**src/rtl/walker_pkg.sv**
```systemverilog
package walker_pkg;

  localparam int unsigned REG_IDX_W = 2;
  localparam int unsigned WORD_W    = 32;
  localparam int unsigned LEN_W     = 8;
  localparam int unsigned LAST_BIT  = 31;
  localparam int unsigned HDR_BYTES = 8;

  localparam logic [REG_IDX_W-1:0] RI_BASE = 2'd0;
  localparam logic [REG_IDX_W-1:0] RI_EN   = 2'd1;
  localparam logic [REG_IDX_W-1:0] RI_GO   = 2'd2;
  localparam logic [REG_IDX_W-1:0] RI_SYS  = 2'd3;

  typedef enum logic [2:0] {
    ST_IDLE,
    ST_RD_CMD,
    ST_RD_DST,
    ST_WR_LO,
    ST_WR_HI
  } walk_st_t;

endpackage

```
**src/rtl/walker_regs.sv**
```systemverilog
module walker_regs
  import walker_pkg::*;
#(
  parameter int unsigned ADDR_W = 32,
  parameter logic [15:0] MAGIC  = 16'h3A98
) (
  input  logic                 clk,
  input  logic                 rst,
  input  logic                 we,
  input  logic [REG_IDX_W-1:0] addr,
  input  logic [WORD_W-1:0]    wdata,
  output logic [WORD_W-1:0]    rdata,
  input  logic                 hw_clr,
  output logic [ADDR_W-1:0]    table_base,
  output logic                 armed
);

  logic [WORD_W-1:0] base_q, en_q, go_q, sys_q;
  logic              sw_go;

  assign sw_go = we && (addr == RI_GO);

  always_ff @(posedge clk) begin
    if (rst) begin
      base_q <= '0;
      en_q   <= '0;
      go_q   <= '0;
      sys_q  <= '0;
      rdata  <= '0;
    end else begin
      if (we && addr == RI_BASE) base_q <= wdata;
      if (we && addr == RI_EN)   en_q   <= wdata;
      if (we && addr == RI_SYS)  sys_q  <= wdata;
      if (sw_go)       go_q <= wdata;
      else if (hw_clr) go_q <= '0;
      case (addr)
        RI_BASE: rdata <= base_q;
        RI_EN:   rdata <= en_q;
        RI_GO:   rdata <= go_q;
        default: rdata <= sys_q;
      endcase
    end
  end

  assign table_base = base_q[ADDR_W-1:0];
  assign armed = (sys_q[WORD_W-1 -: 16] == MAGIC) &&
                 (en_q == WORD_W'(1)) && (go_q == WORD_W'(1));

  // completion clears the start word
  a_r7_go_cleared: assert property (@(posedge clk) disable iff (rst)
    hw_clr && !sw_go |=> go_q == '0);

  // a simultaneous software write wins
  a_r10_sw_wins: assert property (@(posedge clk) disable iff (rst)
    hw_clr && sw_go |=> go_q == $past(wdata));

endmodule

```
**src/rtl/walker_next_addr.sv**
```systemverilog
module walker_next_addr
  import walker_pkg::*;
#(
  parameter int unsigned ADDR_W = 32
) (
  input  logic [ADDR_W-1:0] entry,
  input  logic [LEN_W-1:0]  len,
  output logic [ADDR_W-1:0] next_entry
);

  logic [ADDR_W-1:0] body_bytes;

  assign body_bytes = (ADDR_W'(len) + ADDR_W'(1)) << 2;
  assign next_entry = entry + ADDR_W'(HDR_BYTES) + body_bytes;

endmodule

```
**src/rtl/walker_fsm.sv**
```systemverilog
module walker_fsm
  import walker_pkg::*;
#(
  parameter int unsigned ADDR_W = 32
) (
  input  logic              clk,
  input  logic              rst,
  input  logic              vblank,
  input  logic              armed,
  input  logic [ADDR_W-1:0] table_base,
  output logic              mem_valid,
  output logic              mem_write,
  output logic [ADDR_W-1:0] mem_addr,
  output logic [WORD_W-1:0] mem_wdata,
  input  logic              mem_ready,
  input  logic [WORD_W-1:0] mem_rdata,
  output logic              busy,
  output logic              done,
  output logic              hw_clr
);

  walk_st_t          st;
  logic [ADDR_W-1:0] entry_q, dst_q, next_entry;
  logic [LEN_W-1:0]  len_q;
  logic              last_q;

  walker_next_addr #(.ADDR_W(ADDR_W)) u_next (
    .entry      (entry_q),
    .len        (len_q),
    .next_entry (next_entry)
  );

  assign hw_clr = (st == ST_WR_HI) && mem_ready && last_q;

  always_ff @(posedge clk) begin
    if (rst) begin
      st        <= ST_IDLE;
      mem_valid <= 1'b0;
      mem_write <= 1'b0;
      mem_addr  <= '0;
      mem_wdata <= '0;
      entry_q   <= '0;
      dst_q     <= '0;
      len_q     <= '0;
      last_q    <= 1'b0;
      busy      <= 1'b0;
      done      <= 1'b0;
    end else begin
      done <= 1'b0;
      case (st)
        ST_IDLE: if (vblank && armed) begin
          st        <= ST_RD_CMD;
          entry_q   <= table_base;
          mem_addr  <= table_base;
          mem_valid <= 1'b1;
          mem_write <= 1'b0;
          busy      <= 1'b1;
        end
        ST_RD_CMD: if (mem_ready) begin
          last_q   <= mem_rdata[LAST_BIT];
          len_q    <= mem_rdata[LEN_W-1:0];
          mem_addr <= entry_q + ADDR_W'(4);
          st       <= ST_RD_DST;
        end
        ST_RD_DST: if (mem_ready) begin
          dst_q     <= mem_rdata[ADDR_W-1:0];
          mem_addr  <= mem_rdata[ADDR_W-1:0];
          mem_write <= 1'b1;
          mem_wdata <= '0;
          st        <= ST_WR_LO;
        end
        ST_WR_LO: if (mem_ready) begin
          mem_addr  <= dst_q + ADDR_W'(4);
          mem_wdata <= '1;
          st        <= ST_WR_HI;
        end
        ST_WR_HI: if (mem_ready) begin
          mem_write <= 1'b0;
          if (last_q) begin
            st        <= ST_IDLE;
            mem_valid <= 1'b0;
            busy      <= 1'b0;
            done      <= 1'b1;
          end else begin
            entry_q  <= next_entry;
            mem_addr <= next_entry;
            st       <= ST_RD_CMD;
          end
        end
        default: st <= ST_IDLE;
      endcase
    end
  end

  // request held steady until accepted
  a_r8_hold: assert property (@(posedge clk) disable iff (rst)
    mem_valid && !mem_ready |=> mem_valid && $stable(mem_addr) &&
                                $stable(mem_write) && $stable(mem_wdata));

  // no access outside a walk
  a_r8_valid_in_walk: assert property (@(posedge clk) disable iff (rst)
    mem_valid |-> busy);

  // a walk only starts from a qualified strobe
  a_r3_start_qualified: assert property (@(posedge clk) disable iff (rst)
    $rose(busy) |-> $past(vblank && armed));

  // only the two reply patterns are written
  a_r5_reply_pattern: assert property (@(posedge clk) disable iff (rst)
    mem_valid && mem_write |-> (mem_wdata == '0 || mem_wdata == '1));

  // busy falls together with the completion pulse
  a_r7_fall_done: assert property (@(posedge clk) disable iff (rst)
    $fell(busy) |-> done);

  // done lasts one cycle
  a_r7_done_single: assert property (@(posedge clk) disable iff (rst)
    done |=> !done);

endmodule

```
**src/rtl/vbl_dma_walker.sv**
```systemverilog
module vbl_dma_walker
  import walker_pkg::*;
#(
  parameter int unsigned ADDR_W = 32,
  parameter logic [15:0] MAGIC  = 16'h3A98
) (
  input  logic              clk,
  input  logic              rst,
  input  logic              vblank,
  input  logic              reg_we,
  input  logic [1:0]        reg_addr,
  input  logic [31:0]       reg_wdata,
  output logic [31:0]       reg_rdata,
  output logic              mem_valid,
  output logic              mem_write,
  output logic [ADDR_W-1:0] mem_addr,
  output logic [31:0]       mem_wdata,
  input  logic              mem_ready,
  input  logic [31:0]       mem_rdata,
  output logic              busy,
  output logic              done
);

  logic [ADDR_W-1:0] table_base;
  logic              armed, hw_clr;

  walker_regs #(.ADDR_W(ADDR_W), .MAGIC(MAGIC)) u_regs (
    .clk        (clk),
    .rst        (rst),
    .we         (reg_we),
    .addr       (reg_addr),
    .wdata      (reg_wdata),
    .rdata      (reg_rdata),
    .hw_clr     (hw_clr),
    .table_base (table_base),
    .armed      (armed)
  );

  walker_fsm #(.ADDR_W(ADDR_W)) u_fsm (
    .clk        (clk),
    .rst        (rst),
    .vblank     (vblank),
    .armed      (armed),
    .table_base (table_base),
    .mem_valid  (mem_valid),
    .mem_write  (mem_write),
    .mem_addr   (mem_addr),
    .mem_wdata  (mem_wdata),
    .mem_ready  (mem_ready),
    .mem_rdata  (mem_rdata),
    .busy       (busy),
    .done       (done),
    .hw_clr     (hw_clr)
  );

  // a strobe during a walk does not restart it
  a_r9_no_restart: assert property (@(posedge clk) disable iff (rst)
    busy && vblank && !done |=> busy || done);

endmodule

```
**config.mk**
```make
export PLATFORM = sky130hd
export DESIGN_NAME = vbl_dma_walker
export DESIGN_NICKNAME = d
export VERILOG_FILES = /design/src/rtl/walker_pkg.sv /design/src/rtl/walker_regs.sv /design/src/rtl/walker_next_addr.sv /design/src/rtl/walker_fsm.sv /design/src/rtl/vbl_dma_walker.sv
export SDC_FILE = /design/constraint.sdc
export NUM_CORES = 1
export LEC_CHECK = 0
export BUFFER_PORTS_ARGS = -buffer_cell sky130_fd_sc_hd__buf_2
export CAP_MARGIN = 5
export CORE_MARGIN = 10
export CORE_UTILIZATION = 40
export DETAILED_ROUTE_END_ITERATION = 16
export GPL_ROUTABILITY_DRIVEN = 0
export MAX_ROUTING_LAYER = met4
export PLACE_DENSITY = 0.67
export SLEW_MARGIN = 25
export SYNTH_ARGS = -nofsm -noshare
export SYNTH_HDL_FRONTEND = slang
export SYNTH_SLANG_ARGS = --single-unit
```
**constraint.sdc**
```tcl
create_clock -name clk -period 3.7 [get_ports clk]
set_input_delay 0.37 -clock clk [delete_from_list [all_inputs] [get_ports clk]]
set_output_delay 0.37 -clock clk [all_outputs]
set_load 0.1 [all_outputs]
```
==> impl_results.md, run 1 <==
- H-Tree Depth: 1
- Post-Syn Area: 13700 um^2
- # IOs: 171
- Num CTS Buffers: 30
- WL final: 47.4 mm
- Setup-failing EPs final: 0
- Status: complete, no violations
- Least-Margin Pin Slew: 862 ps
- Critical path depth: 14
- Tmin final: 3530 ps
- DRT Pass-1 Iters: 7
- Post-synth top area share: 0.397
- Critical path fanouts, max: 6
- Critical Path End Type: flop
- Delay-heaviest family, CP: compound AO/OA/AOI/OAI gates
- HP Class: input port to flop
- Row count: 67
- Asr flop ratio synth: 0
- Routed Antenna Nets: 0
- 1st-iter DRT viols: 1336
- Reg2Reg Depth: 14
- Cell mode on critical path: nand3_1
- WP buf/inv: 1
- Setup_tns: 0 ps
- Setup bufs post-CTS: 0
- Crit path DAT: 4000 ps
- Skew-Pair Late Insertion Delay: 580 ps
- Synth unique cells: 71
- Most instantiated cells after synthesis: nand2_1 (381), dfxtp_1 (272), a21oi_1 (176)
- Largest net degree at the start of global routing: 104
- Initial antenna violation count: 7
- Leakage: 5.75 nW
- Slew headroom: 0.426
- Crit Path Category: flop to flop
- Critical Path Max Stage Delay: 390 ps
- Resized Gates After CTS: 0
- Clock Path Buffers: 3
- Port buffer count: 170
- Total of hold buffers inserted after clock tree synthesis: 0
- Cell with the most instances after synthesis: nand2_1
- Max-capacitance violation count: 0
- Vias in the first global route: 12.1k
- RSZ-0062 raised after global routing: false
- Largest area contributor in the netlist: dfxtp_1
- Die W: 205 um
- Crit-path cells: and3_1 -> nand3_1 -> or2_2 -> xnor2_1 -> ha_1 -> ha_2 -> nand3_1 -> o211ai_1 -> buf_4 -> o2111ai_1 -> xor2_1 -> nor2_1 -> a211oi_1 -> o41ai_1
- Root buf cell: clkbuf_16
- Syn Area/Cell: 8.17 um^2
- EDFF count, synth: 0
- Req. time, crit path: 4170 ps
- Worst-path clk slew: 60 ps
- Cells after Synth: 1678
- Final hold violation count: 0
- Pwr dens: 410 nW/um^2
- Min Hold Slack: 47.8 ps
- Synth top area cells: dfxtp_1 (40%), nand2_1 (10%), a21oi_1 (6.4%)
- Max Fclk: 0.283 GHz
- Grt ovf: 0
- DR vias/cell: 5.84
- Nets: 1852
- Fraction of layout cells with a size suffix above 1: 0.179
- Clock sink count: 272
- Global-route wire length before repair: 72.4 mm
- Final period utilization: 0.954
- WHS Path Cells: 3
- Sequential area share after synthesis: 0.397
- Layout Skew: 14.5 ps
- Peak supply drop: 0.370 mV
- Yosys reg bits: 272
- Max-slew violations: 0
- Critical path launch point type: flop
- Warnings, synthesis: 0
- Ys flop type: dfxtp_1
- P&R area growth vs syn: 15.1%
- CTS tree: done
- Post-DP HPWL: 33.2 mm
- Via count: 13.0k
- Drc violations: 0
- Total GRT Usage: 0.222
- Die footprint: 42100 um^2
- Syn nets: 1770
- Wire length per cell: 21.2 um
- Initial Utilization: 0.407
- Fill cell count: 3290
- Core Area: 33700 um^2
- Die Height: 205 um
- Slowest cell on the critical path: dfxtp_1
sequential cells by signal, summed over array words and instances (netlist names):
register,flops
u_fsm.dst_q,32
u_fsm.entry_q,32
u_fsm.mem_addr,32
u_regs.en_q,32
u_regs.go_q,32
u_regs.rdata,32
u_regs.sys_q,32
u_regs.table_base,32
u_fsm.len_q,8
u_fsm.st,3
u_fsm.busy,1
u_fsm.done,1
u_fsm.last_q,1
u_fsm.mem_wdata,1
u_fsm.mem_write,1
worst paths after layout:
kind / start / end / slack [ps]
min reg2reg: u_fsm.mem_addr[0]$_SDFFE_PP0P_ / u_fsm.mem_addr[0]$_SDFFE_PP0P_ / 450
max reg2reg: u_fsm.len_q[0]$_SDFFE_PP0P_ / u_fsm.mem_addr[23]$_SDFFE_PP0P_ / 170
max: u_fsm.len_q[0]$_SDFFE_PP0P_ / u_fsm.mem_addr[23]$_SDFFE_PP0P_ / 170
min: mem_rdata[20] / u_fsm.dst_q[20]$_SDFFE_PP0P_ / 50
area by class of cell:
class,count,area [um^2],share of cell area
clock inverter,6,111,0.00706
antenna,7,17.5,0.00111
clock buffer,45,887,0.0562
inverter,14,52.6,0.00333
timing repair buffer,211,1180,0.0748
tap,448,561,0.0355
multi-input combinational,1231,7520,0.477
sequential,272,5450,0.345
stage by stage:
stage	utilization	std cells	area (um^2)	setup slack, ps	total power (W)
CTS	0.467	2227	15700	54.4	0.00652
detailed placement	0.437	2176	14700	77.0	0.00351
floorplan	-	1678	13700	323	0.00334
global placement	0.437	2176	14700	215	0.00350
global route	0.468	2234	15800	21.9	0.00667
finish	0.468	2234	15800	171	0.00648
cell usage in the layout (no fill, tap or decap), types with 15 or more instances in the layout:
| cell | instances |
|---|---|
| dfxtp_1 | 271 |
| mux2i_1 | 35 |
| a311oi_1 | 15 |
| nand3_1 | 35 |
| buf_2 | 169 |
| nor2_1 | 117 |
| xor2_1 | 22 |
| o21ai_0 | 20 |
| clkbuf_16 | 30 |
| nand2_1 | 381 |
| a21oi_1 | 175 |
| a22oi_1 | 36 |
| a221oi_1 | 23 |
| a211oi_1 | 24 |
| and2_1 | 34 |
| mux4_2 | 34 |
| nor3_1 | 40 |
| xnor2_1 | 33 |
| nand4_1 | 17 |
| nor4_1 | 27 |
| ha_1 | 19 |
| buf_4 | 39 |
layer usage:
layer  GRT usage  vias up  part of all wire  wire, um
met5           -        -                 0         0
met4      0.0507        0             0.019       902
met3      0.0438       75              0.10      4780
met2       0.347      659              0.47     22200
met1       0.290     6234              0.41     19500
li1            -     6072                 -         -
report_power, final:
part           total [W]  internal, W  switching (W)
clock            0.00303      0.00179        0.00124
sequential       0.00304      0.00298      0.0000529
combinational   0.000413     0.000132       0.000281
total            0.00648      0.00490        0.00157
worst register-to-register path: stages (launching register included):
cell and delay, ps:
dfxtp_1 390, and3_1 180, nand3_1 100, or2_2 320, xnor2_1 190, ha_1 270
ha_2 380, nand3_1 130, o211ai_1 390, buf_4 200, o2111ai_1 150, xor2_1 190
nor2_1 150, a211oi_1 70, o41ai_1 310
logic make-up (layout without fill, tap and decap cells):
family | Yosys count | after routing | share of synthesized area
buffers and inverters | 175 | 276 | 0.0589
XOR/XNOR | 55 | 55 | 0.0351
flip-flops | 272 | 272 | 0.397
other | 0 | 7 | 0
AND/OR/NAND/NOR | 711 | 711 | 0.231
multiplexers | 72 | 72 | 0.0840
adder cells (fa/ha/maj) | 21 | 21 | 0.0197
AO/OA/AOI/OAI | 372 | 372 | 0.174
Power figures use the tool's default switching activity.
==> run 2, diff against run 1 <==
--- a/config.mk
+++ b/config.mk
@@ -12,7 +12,7 @@
 export DETAILED_ROUTE_END_ITERATION = 16
 export GPL_ROUTABILITY_DRIVEN = 0
 export MAX_ROUTING_LAYER = met4
-export PLACE_DENSITY = 0.67
+export PLACE_DENSITY = 0.7
 export SLEW_MARGIN = 25
 export SYNTH_ARGS = -nofsm -noshare
 export SYNTH_HDL_FRONTEND = slang
==> run 2 against run 1 <==
Clock-buffer cell count decreased by 10. Utilization decreased by 0.12 points. Sequential share of layout area increased by 0.091 points. Cell area decreased by 0.26%. Worst setup slack got worse by 13 ps. Non-clock buffer count increased by 7. Largest power group unchanged.
==> impl_results.md, run 2 (synthesized netlist as in run 1, its figures left out) <==
- Crit path DAT: 4010 ps
- Drc violations: 0
- Initial Utilization: 0.407
- Tmin final: 3540 ps
- Final period utilization: 0.957
- H-Tree Depth: 1
- Setup_tns: 0 ps
- Most common cell after layout, fill and taps aside: nand2_1
- Reg2Reg Depth: 13
- Sw power: 0.00160 W
- Routed Antenna Nets: 0
- Commonest non-fill, non-tap cells in the layout: nand2_1 (381), dfxtp_1 (271), a21oi_1 (174)
- Row count: 67
- # IOs: 171
- WHS Path Cells: 3
- Setup-failing EPs final: 0
- Post-layout util: 0.467
- Global-route wire length before repair: 72.3 mm
- Highest routed layer: met4
- Switch share: 0.256
- Critical Path Max Stage Delay: 410 ps
- CTS tree: done
- Die W: 205 um
- Design Power: 0.00625 W
- Via count: 13.2k
- 1st-iter DRT viols: 1555
- WP buf/inv: 0
- Non-filler instance count after layout: 2241
- Req. time, crit path: 4170 ps
- Max Fclk: 0.282 GHz
- Fill cell count: 3309
- Max-capacitance violation count: 0
- Port buffer count: 170
- Combinational share of power: 0.067
- Critical path launch point type: flop
- Vias in the first global route: 12.3k
- Crit-path cells: and3_1 -> nand3_1 -> or2_2 -> xnor2_1 -> ha_1 -> ha_2 -> o211ai_1 -> o21a_2 -> nand2b_2 -> nor4_4 -> xor2_1 -> nand2_1 -> a221oi_1
- Inst Count DP: 2181
- Initial antenna violation count: 6
- Footprint of the multi-input gates: 7530 um^2
- Leakage: 5.74 nW
- Sequential share of power: 0.486
- Clock Power Share: 0.447
- Wire length per cell: 21.1 um
- Critical path fanouts, max: 7
- Clock Path Buffers: 3
- Least-Margin Pin Slew: 1010 ps
- Slew headroom: 0.329
- Layout Skew: 12.5 ps
- Total of hold buffers inserted after clock tree synthesis: 0
- DR WL met3: 5.22 mm
- Peak supply drop: 0.364 mV
- Final hold violation count: 0
- Largest net degree at the start of global routing: 99
- Post-DP HPWL: 33.5 mm
- DR vias/cell: 5.90
- Clock sink count: 272
- Crit Path Category: flop to flop
- Delay-heaviest family, CP: simple AND/OR/NAND/NOR gates
- HP Class: input port to flop
- Status: complete, no violations
- Grt ovf: 0
- Root buf cell: clkbuf_16
- DRT Pass-1 Iters: 5
- Storage cell area: 5450 um^2
- Num CTS Buffers: 28
- Slowest cell on the critical path: dfxtp_1
- Worst-path clk slew: 70 ps
- Met2 WL: 21.3 mm
- Internal: 0.00465 W
- Max-slew violations: 0
- Fraction of layout cells with a size suffix above 1: 0.186
- Core Area: 33700 um^2
- Skew-Pair Late Insertion Delay: 570 ps
- WL final: 47.3 mm
- Metal-1 WL: 19.5 mm
- Nets: 1857
- Die Height: 205 um
- P&R area growth vs syn: 14.8%
- Total GRT Usage: 0.220
- Critical Path End Type: flop
- Die footprint: 42100 um^2
- Pwr dens: 397 nW/um^2
- Critical path depth: 13
[run 2: changes by cell type in the layout (fill, tap and decap cells not counted), moves of 2 or more]
cell,previous run,this run
clkbuf_16,30,28
clkbuf_1,7,4
clkinv_2,2,11
clkbuf_8,8,3
buf_4,39,46
clkinvlp_4,0,3
[run 2: what timing repair did]
item	4_1_cts	5_1_grt
setup endpoints to repair	0	5
buffers inserted	0	2
resized for setup	0	9
[run 2: power by group through the flow]
stage | Clock, W | Sequential, W | Combinational, W
after global routing | 0.00293 | 0.00304 | 0.000448
after floorplan | 0 | 0.00314 | 0.000204
final | 0.00279 | 0.00304 | 0.000418
after detailed placement | 0 | 0.00310 | 0.000413
after CTS | 0.00281 | 0.00303 | 0.000414
after global placement | 0 | 0.00310 | 0.000405
[run 2: path summary, 6_finish.rpt]
path	from	endpoint	slack [ps]
worst max register to register	u_fsm.len_q[0]$_SDFFE_PP0P_	u_fsm.mem_addr[24]$_SDFFE_PP0P_	160
worst max-delay path	u_fsm.len_q[0]$_SDFFE_PP0P_	u_fsm.mem_addr[24]$_SDFFE_PP0P_	160
worst min-delay path	mem_rdata[19]	u_fsm.dst_q[19]$_SDFFE_PP0P_	50
worst min register to register	u_fsm.mem_addr[1]$_SDFFE_PP0P_	u_fsm.mem_addr[1]$_SDFFE_PP0P_	450
[run 2: area by class of cell]
cell class | instances | area share
Antenna cell | 6 | 0.000954
Sequential cell | 272 | 0.346
Clock buffer | 35 | 0.0481
Clock inverter | 17 | 0.00930
Multi-Input combinational cell | 1231 | 0.478
Inverter | 14 | 0.00334
Tap cell | 448 | 0.0356
Timing Repair Buffer | 218 | 0.0784
[run 2: layer usage]
layer	global-route usage	vias up
met2	0.334	743
met5	-	-
met4	0.0675	0
li1	-	6092
met3	0.0468	90
met1	0.289	6301
[run 2: worst register-to-register path, cell delays in order (launching register included)]
cell and delay (ps):
dfxtp_1 410, and3_1 180, nand3_1 110, or2_2 320, xnor2_1 190, ha_1 270, ha_2 390, o211ai_1 110
o21a_2 280, nand2b_2 250, nor4_4 320, xor2_1 240, nand2_1 80, a221oi_1 280
[run 2: stage by stage]
stage          worst slack (ps)  hold slack [ps]  cell area, um^2
2_1_floorplan               323              433            13700
3_3_place_gp                200              438            14800
3_5_place_dp               51.8              443            14800
4_1_cts                    47.5             45.6            15700
5_1_grt                   -32.1             58.7            15700
6_report                    159             54.4            15700
